[src/rtl/irq_pkg.sv]
package irq_pkg;
  localparam int NSRC    = 5;
  localparam int NHW     = 4;
  localparam int REG_W   = 8;
  localparam int ADDR_W  = 16;
  localparam int EA_BIT  = 7;
  localparam int VEC_BASE = 3;
  localparam int VEC_STEP = 8;

  typedef enum logic [1:0] {
    SEQ_IDLE = 2'd0,
    SEQ_LO   = 2'd1,
    SEQ_HI   = 2'd2
  } seq_t;

  function automatic logic [ADDR_W-1:0] vec_of(input int idx);
    return ADDR_W'(VEC_BASE + VEC_STEP * idx);
  endfunction
endpackage

[src/rtl/irq_src_flags.sv]
module irq_src_flags #(
  parameter int NHW = irq_pkg::NHW
) (
  input  logic           clk,
  input  logic           rst_n,
  input  logic [NHW-1:0] set_i,
  input  logic [NHW-1:0] clr_i,
  input  logic           ser_rx,
  input  logic           ser_tx,
  output logic [NHW-1:0] flags_o,
  output logic [NHW:0]   req_o
);
  logic [NHW-1:0] flag_q;

  generate
    for (genvar g = 0; g < NHW; g++) begin : g_flag
      always_ff @(posedge clk or negedge rst_n) begin
        if (!rst_n)        flag_q[g] <= 1'b0;
        else if (set_i[g]) flag_q[g] <= 1'b1;
        else if (clr_i[g]) flag_q[g] <= 1'b0;
      end

      assert_hw_clear_R9: assert property (@(posedge clk) disable iff (!rst_n)
        (clr_i[g] && !set_i[g]) |=> !flag_q[g]);
    end
  endgenerate

  assign flags_o = flag_q;
  assign req_o   = {ser_rx | ser_tx, flag_q};
endmodule

[src/rtl/irq_arbiter.sv]
module irq_arbiter #(
  parameter int NSRC = irq_pkg::NSRC
) (
  input  logic            clk,
  input  logic            rst_n,
  input  logic            go,
  input  logic [NSRC-1:0] req,
  input  logic [NSRC-1:0] en,
  input  logic            ea,
  input  logic [NSRC-1:0] pri,
  input  logic            isr_hi,
  input  logic            isr_lo,
  output logic [NSRC-1:0] grant,
  output logic            grant_hi
);
  logic [NSRC-1:0] elig, hi_c, lo_c, pick;
  logic allow_hi, allow_lo, found;

  always_comb begin
    elig     = req & en & {NSRC{ea}};
    hi_c     = elig & pri;
    lo_c     = elig & ~pri;
    allow_hi = go && !isr_hi;
    allow_lo = go && !isr_hi && !isr_lo;
    grant_hi = allow_hi && (|hi_c);
    if (grant_hi)      pick = hi_c;
    else if (allow_lo) pick = lo_c;
    else               pick = '0;
    grant = '0;
    found = 1'b0;
    for (int i = 0; i < NSRC; i++) begin
      if (pick[i] && !found) begin
        grant[i] = 1'b1;
        found    = 1'b1;
      end
    end
  end

  assert_one_winner_R4: assert property (@(posedge clk) disable iff (!rst_n)
    $onehot0(grant));

  assert_hi_blocks_all_R6: assert property (@(posedge clk) disable iff (!rst_n)
    isr_hi |-> (grant == '0));

  generate
    for (genvar g = 0; g < NSRC; g++) begin : g_chk
      assert_gate_enable_R2: assert property (@(posedge clk) disable iff (!rst_n)
        grant[g] |-> (en[g] && ea && req[g]));
      assert_level_first_R5: assert property (@(posedge clk) disable iff (!rst_n)
        (grant[g] && !pri[g]) |-> ((req & en & pri) == '0 || !ea));
    end
  endgenerate
endmodule

[src/rtl/irq_level_track.sv]
module irq_level_track (
  input  logic clk,
  input  logic rst_n,
  input  logic accept,
  input  logic accept_hi,
  input  logic reti,
  output logic isr_hi,
  output logic isr_lo
);
  always_ff @(posedge clk or negedge rst_n) begin
    if (!rst_n) begin
      isr_hi <= 1'b0;
      isr_lo <= 1'b0;
    end else if (reti) begin
      if (isr_hi) isr_hi <= 1'b0;
      else        isr_lo <= 1'b0;
    end else if (accept) begin
      if (accept_hi) isr_hi <= 1'b1;
      else           isr_lo <= 1'b1;
    end
  end

  assert_no_accept_on_reti_R11: assert property (@(posedge clk) disable iff (!rst_n)
    reti |-> !accept);

  assert_reti_pops_hi_R11: assert property (@(posedge clk) disable iff (!rst_n)
    (reti && isr_hi) |=> (!isr_hi && isr_lo == $past(isr_lo)));

  assert_low_needs_idle_R6: assert property (@(posedge clk) disable iff (!rst_n)
    (accept && !accept_hi) |-> (!isr_hi && !isr_lo));
endmodule

[src/rtl/irq_entry_seq.sv]
module irq_entry_seq #(
  parameter int NSRC   = irq_pkg::NSRC,
  parameter int ADDR_W = irq_pkg::ADDR_W,
  localparam int IDXW  = $clog2(NSRC),
  localparam int BYTE_W = ADDR_W / 2
) (
  input  logic              clk,
  input  logic              rst_n,
  input  logic              accept,
  input  logic [IDXW-1:0]   idx,
  input  logic [ADDR_W-1:0] pc_in,
  output logic              busy,
  output logic              take,
  output logic [ADDR_W-1:0] vector,
  output logic              push_lo_we,
  output logic              push_hi_we,
  output logic [BYTE_W-1:0] push_data
);
  import irq_pkg::*;

  seq_t              st_q;
  logic [ADDR_W-1:0] pc_q, vec_q;

  always_ff @(posedge clk or negedge rst_n) begin
    if (!rst_n) begin
      st_q  <= SEQ_IDLE;
      pc_q  <= '0;
      vec_q <= '0;
    end else begin
      unique case (st_q)
        SEQ_IDLE: if (accept) begin
          st_q  <= SEQ_LO;
          pc_q  <= pc_in;
          vec_q <= vec_of(int'(idx));
        end
        SEQ_LO:  st_q <= SEQ_HI;
        SEQ_HI:  st_q <= SEQ_IDLE;
        default: st_q <= SEQ_IDLE;
      endcase
    end
  end

  assign busy       = (st_q != SEQ_IDLE);
  assign take       = (st_q == SEQ_LO);
  assign push_lo_we = (st_q == SEQ_LO);
  assign push_hi_we = (st_q == SEQ_HI);
  assign vector     = vec_q;
  assign push_data  = (st_q == SEQ_HI) ? pc_q[ADDR_W-1:BYTE_W] : pc_q[BYTE_W-1:0];

  assert_push_order_R8: assert property (@(posedge clk) disable iff (!rst_n)
    push_lo_we |=> (push_hi_we && !push_lo_we && $stable(push_data) == 1'b0 || push_hi_we));

  assert_hi_after_lo_R8: assert property (@(posedge clk) disable iff (!rst_n)
    push_hi_we |-> $past(push_lo_we));

  assert_no_arb_busy_R12: assert property (@(posedge clk) disable iff (!rst_n)
    accept |-> !busy);
endmodule

[src/rtl/prio_irq_ctrl.sv]
module prio_irq_ctrl #(
  parameter int NSRC   = irq_pkg::NSRC,
  parameter int NHW    = irq_pkg::NHW,
  parameter int REG_W  = irq_pkg::REG_W,
  parameter int ADDR_W = irq_pkg::ADDR_W,
  localparam int IDXW  = $clog2(NSRC),
  localparam int BYTE_W = ADDR_W / 2
) (
  input  logic              clk,
  input  logic              rst_n,
  input  logic              cfg_en_we,
  input  logic              cfg_pri_we,
  input  logic [REG_W-1:0]  cfg_wdata,
  output logic [REG_W-1:0]  cfg_en_q,
  output logic [REG_W-1:0]  cfg_pri_q,
  input  logic [1:0]        ext_evt,
  input  logic [1:0]        tmr_ovf,
  input  logic              ser_rx_flag,
  input  logic              ser_tx_flag,
  output logic [NHW-1:0]    hw_flags,
  input  logic              insn_boundary,
  input  logic              reti,
  input  logic [ADDR_W-1:0] pc_in,
  output logic              take,
  output logic [ADDR_W-1:0] vector,
  output logic              push_lo_we,
  output logic              push_hi_we,
  output logic [BYTE_W-1:0] push_data,
  output logic              isr_hi,
  output logic              isr_lo
);
  import irq_pkg::*;

  localparam logic [REG_W-1:0] SRC_MASK = REG_W'((1 << NSRC) - 1);
  localparam logic [REG_W-1:0] EN_MASK  = SRC_MASK | (REG_W'(1) << EA_BIT);

  logic [REG_W-1:0] en_q, pri_q;
  logic [NHW-1:0]   set_v, clr_v;
  logic [NSRC-1:0]  req_v, grant;
  logic             grant_hi, accept, busy, go;
  logic [IDXW-1:0]  win_idx;

  always_ff @(posedge clk or negedge rst_n) begin
    if (!rst_n) begin
      en_q  <= '0;
      pri_q <= '0;
    end else begin
      if (cfg_en_we)  en_q  <= cfg_wdata & EN_MASK;
      if (cfg_pri_we) pri_q <= cfg_wdata & SRC_MASK;
    end
  end

  assign cfg_en_q  = en_q;
  assign cfg_pri_q = pri_q;

  // Polling index order: ext0, tmr0, ext1, tmr1
  assign set_v = {tmr_ovf[1], ext_evt[1], tmr_ovf[0], ext_evt[0]};
  assign clr_v = accept ? grant[NHW-1:0] : '0;

  irq_src_flags #(.NHW(NHW)) u_flags (
    .clk     (clk),
    .rst_n   (rst_n),
    .set_i   (set_v),
    .clr_i   (clr_v),
    .ser_rx  (ser_rx_flag),
    .ser_tx  (ser_tx_flag),
    .flags_o (hw_flags),
    .req_o   (req_v)
  );

  assign go = insn_boundary && !busy && !reti;

  irq_arbiter #(.NSRC(NSRC)) u_arb (
    .clk      (clk),
    .rst_n    (rst_n),
    .go       (go),
    .req      (req_v),
    .en       (en_q[NSRC-1:0]),
    .ea       (en_q[EA_BIT]),
    .pri      (pri_q[NSRC-1:0]),
    .isr_hi   (isr_hi),
    .isr_lo   (isr_lo),
    .grant    (grant),
    .grant_hi (grant_hi)
  );

  assign accept = |grant;

  always_comb begin
    win_idx = '0;
    for (int i = 0; i < NSRC; i++) begin
      if (grant[i]) win_idx = IDXW'(i);
    end
  end

  irq_level_track u_lvl (
    .clk       (clk),
    .rst_n     (rst_n),
    .accept    (accept),
    .accept_hi (grant_hi),
    .reti      (reti),
    .isr_hi    (isr_hi),
    .isr_lo    (isr_lo)
  );

  irq_entry_seq #(.NSRC(NSRC), .ADDR_W(ADDR_W)) u_seq (
    .clk        (clk),
    .rst_n      (rst_n),
    .accept     (accept),
    .idx        (win_idx),
    .pc_in      (pc_in),
    .busy       (busy),
    .take       (take),
    .vector     (vector),
    .push_lo_we (push_lo_we),
    .push_hi_we (push_hi_we),
    .push_data  (push_data)
  );

  assert_take_on_boundary_R7: assert property (@(posedge clk) disable iff (!rst_n)
    $rose(take) |-> $past(insn_boundary));

  assert_take_one_cycle_R7: assert property (@(posedge clk) disable iff (!rst_n)
    take |=> !take);

  assert_unused_zero_R3: assert property (@(posedge clk) disable iff (!rst_n)
    (cfg_en_q[6:5] == 2'b00) && (cfg_pri_q[REG_W-1:NSRC] == '0));

  assert_take_sets_level_R6: assert property (@(posedge clk) disable iff (!rst_n)
    take |-> (isr_hi || isr_lo));
endmodule

[config.mk]
export PLATFORM = sky130hd
export DESIGN_NAME = prio_irq_ctrl
export DESIGN_NICKNAME = d
export VERILOG_FILES = /design/src/rtl/irq_pkg.sv /design/src/rtl/irq_src_flags.sv /design/src/rtl/irq_arbiter.sv /design/src/rtl/irq_level_track.sv /design/src/rtl/irq_entry_seq.sv /design/src/rtl/prio_irq_ctrl.sv
export SDC_FILE = /design/constraint.sdc
export NUM_CORES = 1
export LEC_CHECK = 0
export ABC_AREA = 1
export BUFFER_PORTS_ARGS = -buffer_cell sky130_fd_sc_hd__buf_2
export CORE_MARGIN = 2
export CORE_UTILIZATION = 44
export DETAILED_ROUTE_END_ITERATION = 8
export GPL_TIMING_DRIVEN = 0
export PLACE_DENSITY = 0.81
export SYNTH_ARGS = -nofsm -noshare
export SYNTH_HDL_FRONTEND = slang
export SYNTH_HIERARCHICAL = 1
export SYNTH_SLANG_ARGS = --single-unit
[constraint.sdc]
create_clock -name clk -period 2.6 [get_ports clk]
set_clock_uncertainty 0.05 [all_clocks]
set_input_delay 0.13 -clock clk [delete_from_list [all_inputs] [get_ports clk]]
set_output_delay 0.13 -clock clk [all_outputs]
set_load 0.01 [all_outputs]
# After elaboration in Yosys (flattened, before gate mapping)
# Index checks and enable logic that the tools add are counted.
# word_totals
inputBits	36
reg_bits	51
output_inout_bits	49
elab_cells	86
# classes
bitwise	6
n_addsub	1
mux	33
reduce_logical	30
n_eq_ne	5
# op_table
operator	count
$mux W1	24
$and A5 B5 Y5	4
$reduce_bool A2 Y1	7
$mux W5	2
$reduce_or A5 Y1	2
$logic_and A1 B1 Y1	9
$logic_not A1 Y1	8
$mux W8	1
$add A2 B6 Y7 const A	1
$mux W3	2
$ne A2 B2 Y1 const B	3
$not A5 Y5	1
$mux W2	2
$mux W4	1
$pmux W2 S2	1
$reduce_and A2 Y1	2
$reduce_and A3 Y1	1
$eq A2 B1 Y1 const B	1
$eq A2 B2 Y1 const B	1
$logic_not A2 Y1	1
$or A1 B1 Y1	1

# Longest topological paths before layout
# logic_depth
ltp_word	25
ltp_mapped	19
mapped_depth_nobuf	17

# By module
# Netlist, hierarchy kept.
# modules_own_cells
mod	seq_area_each_um2	cells_per_inst	area_each_um2	n_inst
irq_entry_seq	550.5	134	1103.6	1
prio_irq_ctrl	275.3	65	534.3	1
irq_arbiter	0.0	54	306.5	1
irq_src_flags	100.1	25	196.4	1
irq_level_track	50.0	11	86.3	1

# Worst setup path before layout
# No wires, ideal clock.
# synth_path
path_kind	reg2reg
startpoint	register u_seq.st_q[1]
endpoint	register u_seq.vec_q[3], in the netlist u_seq/vector[3]
period_less_slack_ns	2.673
path_slack_ns	-0.073
arrival_time_ns	2.506
t_required_ns	2.433
path_stages_with_launch	20
path_buffers	3
setup_ns	0.117
path_cell_list	dfrtp_1 > nor2_4 > buf_4 > inv_1 > nor3b_1 > inv_1 > nor2_1 > inv_1 > nor2_1 > nand2_1 > nand2_1 > nand2_2 > nand3_2 > nor2_1 > nor2_1 > nand3b_1 > buf_4 > buf_6 > nand3_1 > nand2_1
# synth_via
elab_cells_between_ends	33
classes_between	1 x add/sub; 14 x mux; 18 x reduce/logical
# synth_lines
element	line_no	rtl
start: declaration	irq_entry_seq.sv:21	seq_t st_q;
start signal: assignment	irq_entry_seq.sv:26	st_q <= SEQ_IDLE;
start signal: assignment	irq_entry_seq.sv:32	st_q <= SEQ_LO;
start signal: assignment	irq_entry_seq.sv:36	SEQ_LO: st_q <= SEQ_HI;
$reduce_bool A2 Y1 (*)	irq_entry_seq.sv:43	assign busy = (st_q != SEQ_IDLE);
via busy	prio_irq_ctrl.sv:40	logic grant_hi, accept, busy, go;
$logic_not A1 Y1 (*)	prio_irq_ctrl.sv:71	assign go = insn_boundary && !busy && !reti;
$logic_and A1 B1 Y1 (*) (2 in series)	prio_irq_ctrl.sv:71	
via go	prio_irq_ctrl.sv:40	
$logic_and A1 B1 Y1 (*)	irq_arbiter.sv:23, irq_arbiter.sv:24	
$logic_and A1 B1 Y1	irq_arbiter.sv:24	allow_lo = go && !isr_hi && !isr_lo;
$mux W5	irq_arbiter.sv:27	else if (allow_lo) pick = lo_c;
[7 not listed]	n/a	
$mux W1	irq_arbiter.sv:32	if (pick[i] && !found) begin
$logic_not A1 Y1	irq_arbiter.sv:32	
$logic_and A1 B1 Y1 (*)	irq_arbiter.sv:32	
$mux W1 (*)	irq_arbiter.sv:32	
via grant[3]	prio_irq_ctrl.sv:39	logic [NSRC-1:0] req_v, grant;
$reduce_or A5 Y1 (*)	prio_irq_ctrl.sv:87	assign accept = |grant;
via accept	prio_irq_ctrl.sv:40	
$reduce_and A2 Y1 (no source line) (*)	n/a	
end signal: assignment	irq_entry_seq.sv:34	vec_q <= vec_of(int'(idx));
end: declaration	irq_entry_seq.sv:22	logic [ADDR_W-1:0] pc_q, vec_q;
# The timed path passes the listed nets; every way through them passes the cells marked *.
# A chain may end at the register's enable or synchronous reset.

# Final worst setup path
# layout_path
startpoint	register u_seq.st_q[1]
endpoint	register u_seq.pc_q[8]
# layout_via
elab_chain_len	23
elab_cells_between_ends	28
classes_between	10 x mux; 18 x reduce/logical
# layout_lines
element	line_no	rtl
$reduce_bool A2 Y1 (*)	irq_entry_seq.sv:43	
via busy	prio_irq_ctrl.sv:40	
$logic_not A1 Y1 (*)	prio_irq_ctrl.sv:71	
$logic_and A1 B1 Y1 (*) (2 in series)	prio_irq_ctrl.sv:71	
via go	prio_irq_ctrl.sv:40	
$logic_and A1 B1 Y1 (*)	irq_arbiter.sv:23, irq_arbiter.sv:24	
$logic_and A1 B1 Y1	irq_arbiter.sv:24	
$mux W5	irq_arbiter.sv:27	
[10 not listed]	n/a	
$mux W1	irq_arbiter.sv:32	
$logic_not A1 Y1	irq_arbiter.sv:32	
$logic_and A1 B1 Y1 (*)	irq_arbiter.sv:32	
$mux W1 (*)	irq_arbiter.sv:32	
via grant[4]	prio_irq_ctrl.sv:39	
$reduce_or A5 Y1 (*)	prio_irq_ctrl.sv:87	
via accept	prio_irq_ctrl.sv:40	
$reduce_and A2 Y1 (no source line) (*)	n/a	
end signal: assignment	irq_entry_seq.sv:33	pc_q <= pc_in;
end: declaration	irq_entry_seq.sv:22	
# Marks and branches as above.

==> metrics <==
status finished, violations left; failing checks negative setup slack; P_leak 1.81 nW; critical path endpoint category flip-flop; FFs w/ async S/R, synth 100%; DR pass1 iterations 4; Max Cap Viol 0; Finish-stage setup viols 7; RSZ-0062 raised after global routing yes; Post-Route Setup TNS -0.0430 ns; synthesized instance count 289; WL per Instance 11.9 um; # diodes 0; CP Launch Type flip-flop; Final Core Density 66.3%; CTS H-tree depth 2; later-pin clock latency in the skew report 0.30 ns; Total Die Area 5650 um2; GPL Wtd Cong 0.753; vias per inst 4.61; Slowest-stage cell, CP dfrtp_2; Max Freq 0.382 GHz; peak supply drop 410 uV; GRT met1 Usage 21.5%; clk root buf clkbuf_8; global-route wire length before repair 7.85 mm; Main synth FF type dfrtp_1; final slew viol count 0; Reg2Reg Depth 18; clock sinks 39; reg-to-reg critical path endpoint u_seq/pc_q[8]$_DFFE_PN0P_; peak per-stage delay on the critical path 0.43 ns; drt drc 0; met2 Use GR 33.2%; vias in the first global route 1845; WP data arrival 2.75 ns; GRT Max-Usage Layer met2; Initial Utilization 46.2%; dpl cells 435; Placement Setup Slack -0.349 ns; XOR/XNOR Fraction of Synth Area 0%; Synth Area in Compound Gates 4.38%; Synth Area in Simple Gates 33.4%; HP Start cfg_wdata[1]; Routed Antenna Nets 0; area leader, netlist dfrtp_1; core area 4820 um2; WHS 0.0104 ns; PortBufs 65; Pwr Density 920 nW/um2; Reg2Reg Launch Point u_seq/st_q[1]$_DFFE_PN0P_; CTS Buf Count 5; fin worst setup slack -0.0180 ns; GRT Resource Usage Total 18.2%; chip width 75.1 um; ratio of cells with drive above 1 in the final layout 45.0%; clock slew at reported path FFs 0.08 ns; design area 3200 um2; Synth top cells by count nand2_1 (100), dfrtp_1 (39), inv_1 (34); Synth Area in Adders 0%; R2R Setup Slk -0.02 ns; Yosys cell types 24; largest net degree at the start of global routing 40; Pwr Total 2.94 mW; clk buf depth 2; I/O pins 85; top cells by area, synth dfrtp_1 (44%), nand2_1 (17%), buf_4 (8.4%), nand3_1 (6.3%), inv_1 (5.7%); Die Y 75.1 um; Nets 433; fin cells 465; mux contribution to synthesized area 0%; worst-margin pin slew 0.856 ns; most common cell in the netlist nand2_1; Global Route met3 Usage 4.55%; CTS tree built; Avg Cell Area, Syn 7.71 um2; FP Rows 25; Tmin final 2.62 ns; Min-Delay Endpoint cfg_en_q[1]$_DFFE_PN0P_; CP required 2.73 ns; Mapped Area 2230 um2; Synth warnings 6; worst setup path category reg -> reg; largest family of logic cells by synthesized area simple AND/OR/NAND/NOR gates; Worst Hold Class in -> reg; initial antenna violation count 0; Rel. slew slack 42.9%; DR iter-0 viols 88; endpoints failing hold 0; fillers 429; DP Wirelength 3.64 mm; fin crit share 101%; Routed Wire Length 5.53 mm; area fraction of the dominant cell type after synthesis 43.8%; Synth Register Bits 39; area grow syn2layout 43.5%; Post-Place Cell Area 2710 um2; worst path cell trace nor2_4 > buf_6 > inv_2 > nor3b_2 > inv_1 > nor2_4 > inv_2 > o21bai_4 > o21ai_2 > nand2_1 > nor2_2 > nor2_1 > nand3b_1 > buf_6 > nand2_8 > buf_8 > nand2_2 > nand2_2; fraction of the yosys area taken by sequential cells 43.8%; Min-Delay Path Depth 3; vias 2144; Overflow after GRT 0; Post-synth EDFFs 0; critical path peak fanout 8
[routing by layer]
metal	part of all wire [%]	wire length [um]
met2	54	2960
met5	0	0
met3	5.7	317
met4	1.3	71
met1	39	2180
[layout by cell type, fill, tap and decap left out, drive strengths merged, types with 2 or more instances in the layout]
master and instances:
buf 110, nand2 106, dfrtp 39, inv 35, nand3 30, nor2 17
conb 16, o21ai 13, clkbuf 13, dlygate4sd3 6, nand4 5, a21oi 2
[cell families (layout without fill, tap and decap cells)]
family                 Yosys count  in the layout
AO/OA/AOI/OAI                   16             16
buffers and inverters           70            165
flip-flops                      39             39
other                            2             16
AND/OR/NAND/NOR                162            162
[worst max-delay path: cells and delay by family, from the launching register on]
kind / cells / cell delay [ns]
AO/OA/AOI/OAI: 2 / 0.45
buffers and inverters: 6 / 0.56
flip-flops: 1 / 0.43
AND/OR/NAND/NOR: 10 / 1.02
[how the worst max path moves through the flow]
| stage | to | depth (start not counted) | from | slack, ns |
|---|---|---|---|---|
| global route | u_seq/pc_q[13]$_DFFE_PN0P_ | 18 | u_seq/st_q[1]$_DFFE_PN0P_ | -0.15 |
| CTS | u_seq/pc_q[15]$_DFFE_PN0P_ | 19 | u_seq/st_q[0]$_DFFE_PN0P_ | 0.006 |
| detailed placement | u_seq/vector[5]$_DFFE_PN0P_ | 17 | u_seq/st_q[1]$_DFFE_PN0P_ | -0.35 |
| floorplan | u_seq/vector[5]$_DFFE_PN0P_ | 18 | u_seq/st_q[1]$_DFFE_PN0P_ | 0.005 |
| finish | u_seq/pc_q[8]$_DFFE_PN0P_ | 18 | u_seq/st_q[1]$_DFFE_PN0P_ | -0.02 |
| global placement | u_seq/vector[5]$_DFFE_PN0P_ | 19 | u_seq/st_q[1]$_DFFE_PN0P_ | -0.29 |
[state kept, by name, summed over array words and instances (netlist names)]
| signal | flops |
|---|---|
| u_seq/st_q | 2 |
| u_lvl/isr_hi | 1 |
| u_seq/pc_q | 16 |
| cfg_pri_q | 5 |
| u_lvl/isr_lo | 1 |
| cfg_en_q | 6 |
| u_flags/flags_o | 4 |
| u_seq/vector | 4 |
[power by group]
group / leakage, nW / internal [mW] / switching (mW) / total, mW
logic: 1.29 / 0.754 / 0.844 / 1.60
registers: 0.471 / 0.781 / 0.138 / 0.919
clock network: 0.0482 / 0.214 / 0.208 / 0.422
[final cells by class]
cell class                 count  area (um2)  share of cell area [%]
sequential                    39         977                    30.6
timing repair buffer          87         561                    17.5
clock inverter                 1        5.00                   0.157
inverter                      35         131                    4.11
clock buffer                   7        86.3                    2.70
multi-input combinational    194        1060                    33.2
tap                           67        83.8                    2.62
buffer                        35         289                    9.04
[timing repair]
item | CTS | global route
gates resized for setup | 4 | 51
hold buffers | 6 | 0
hold endpoints to repair | 44 | 0
cloned | 0 | 3
pin swaps | 5 | 17
endpoints found under the setup margin | 23 | 23
buffers inserted | 6 | 7
Note: power is estimated with default switching activity, not from simulation.
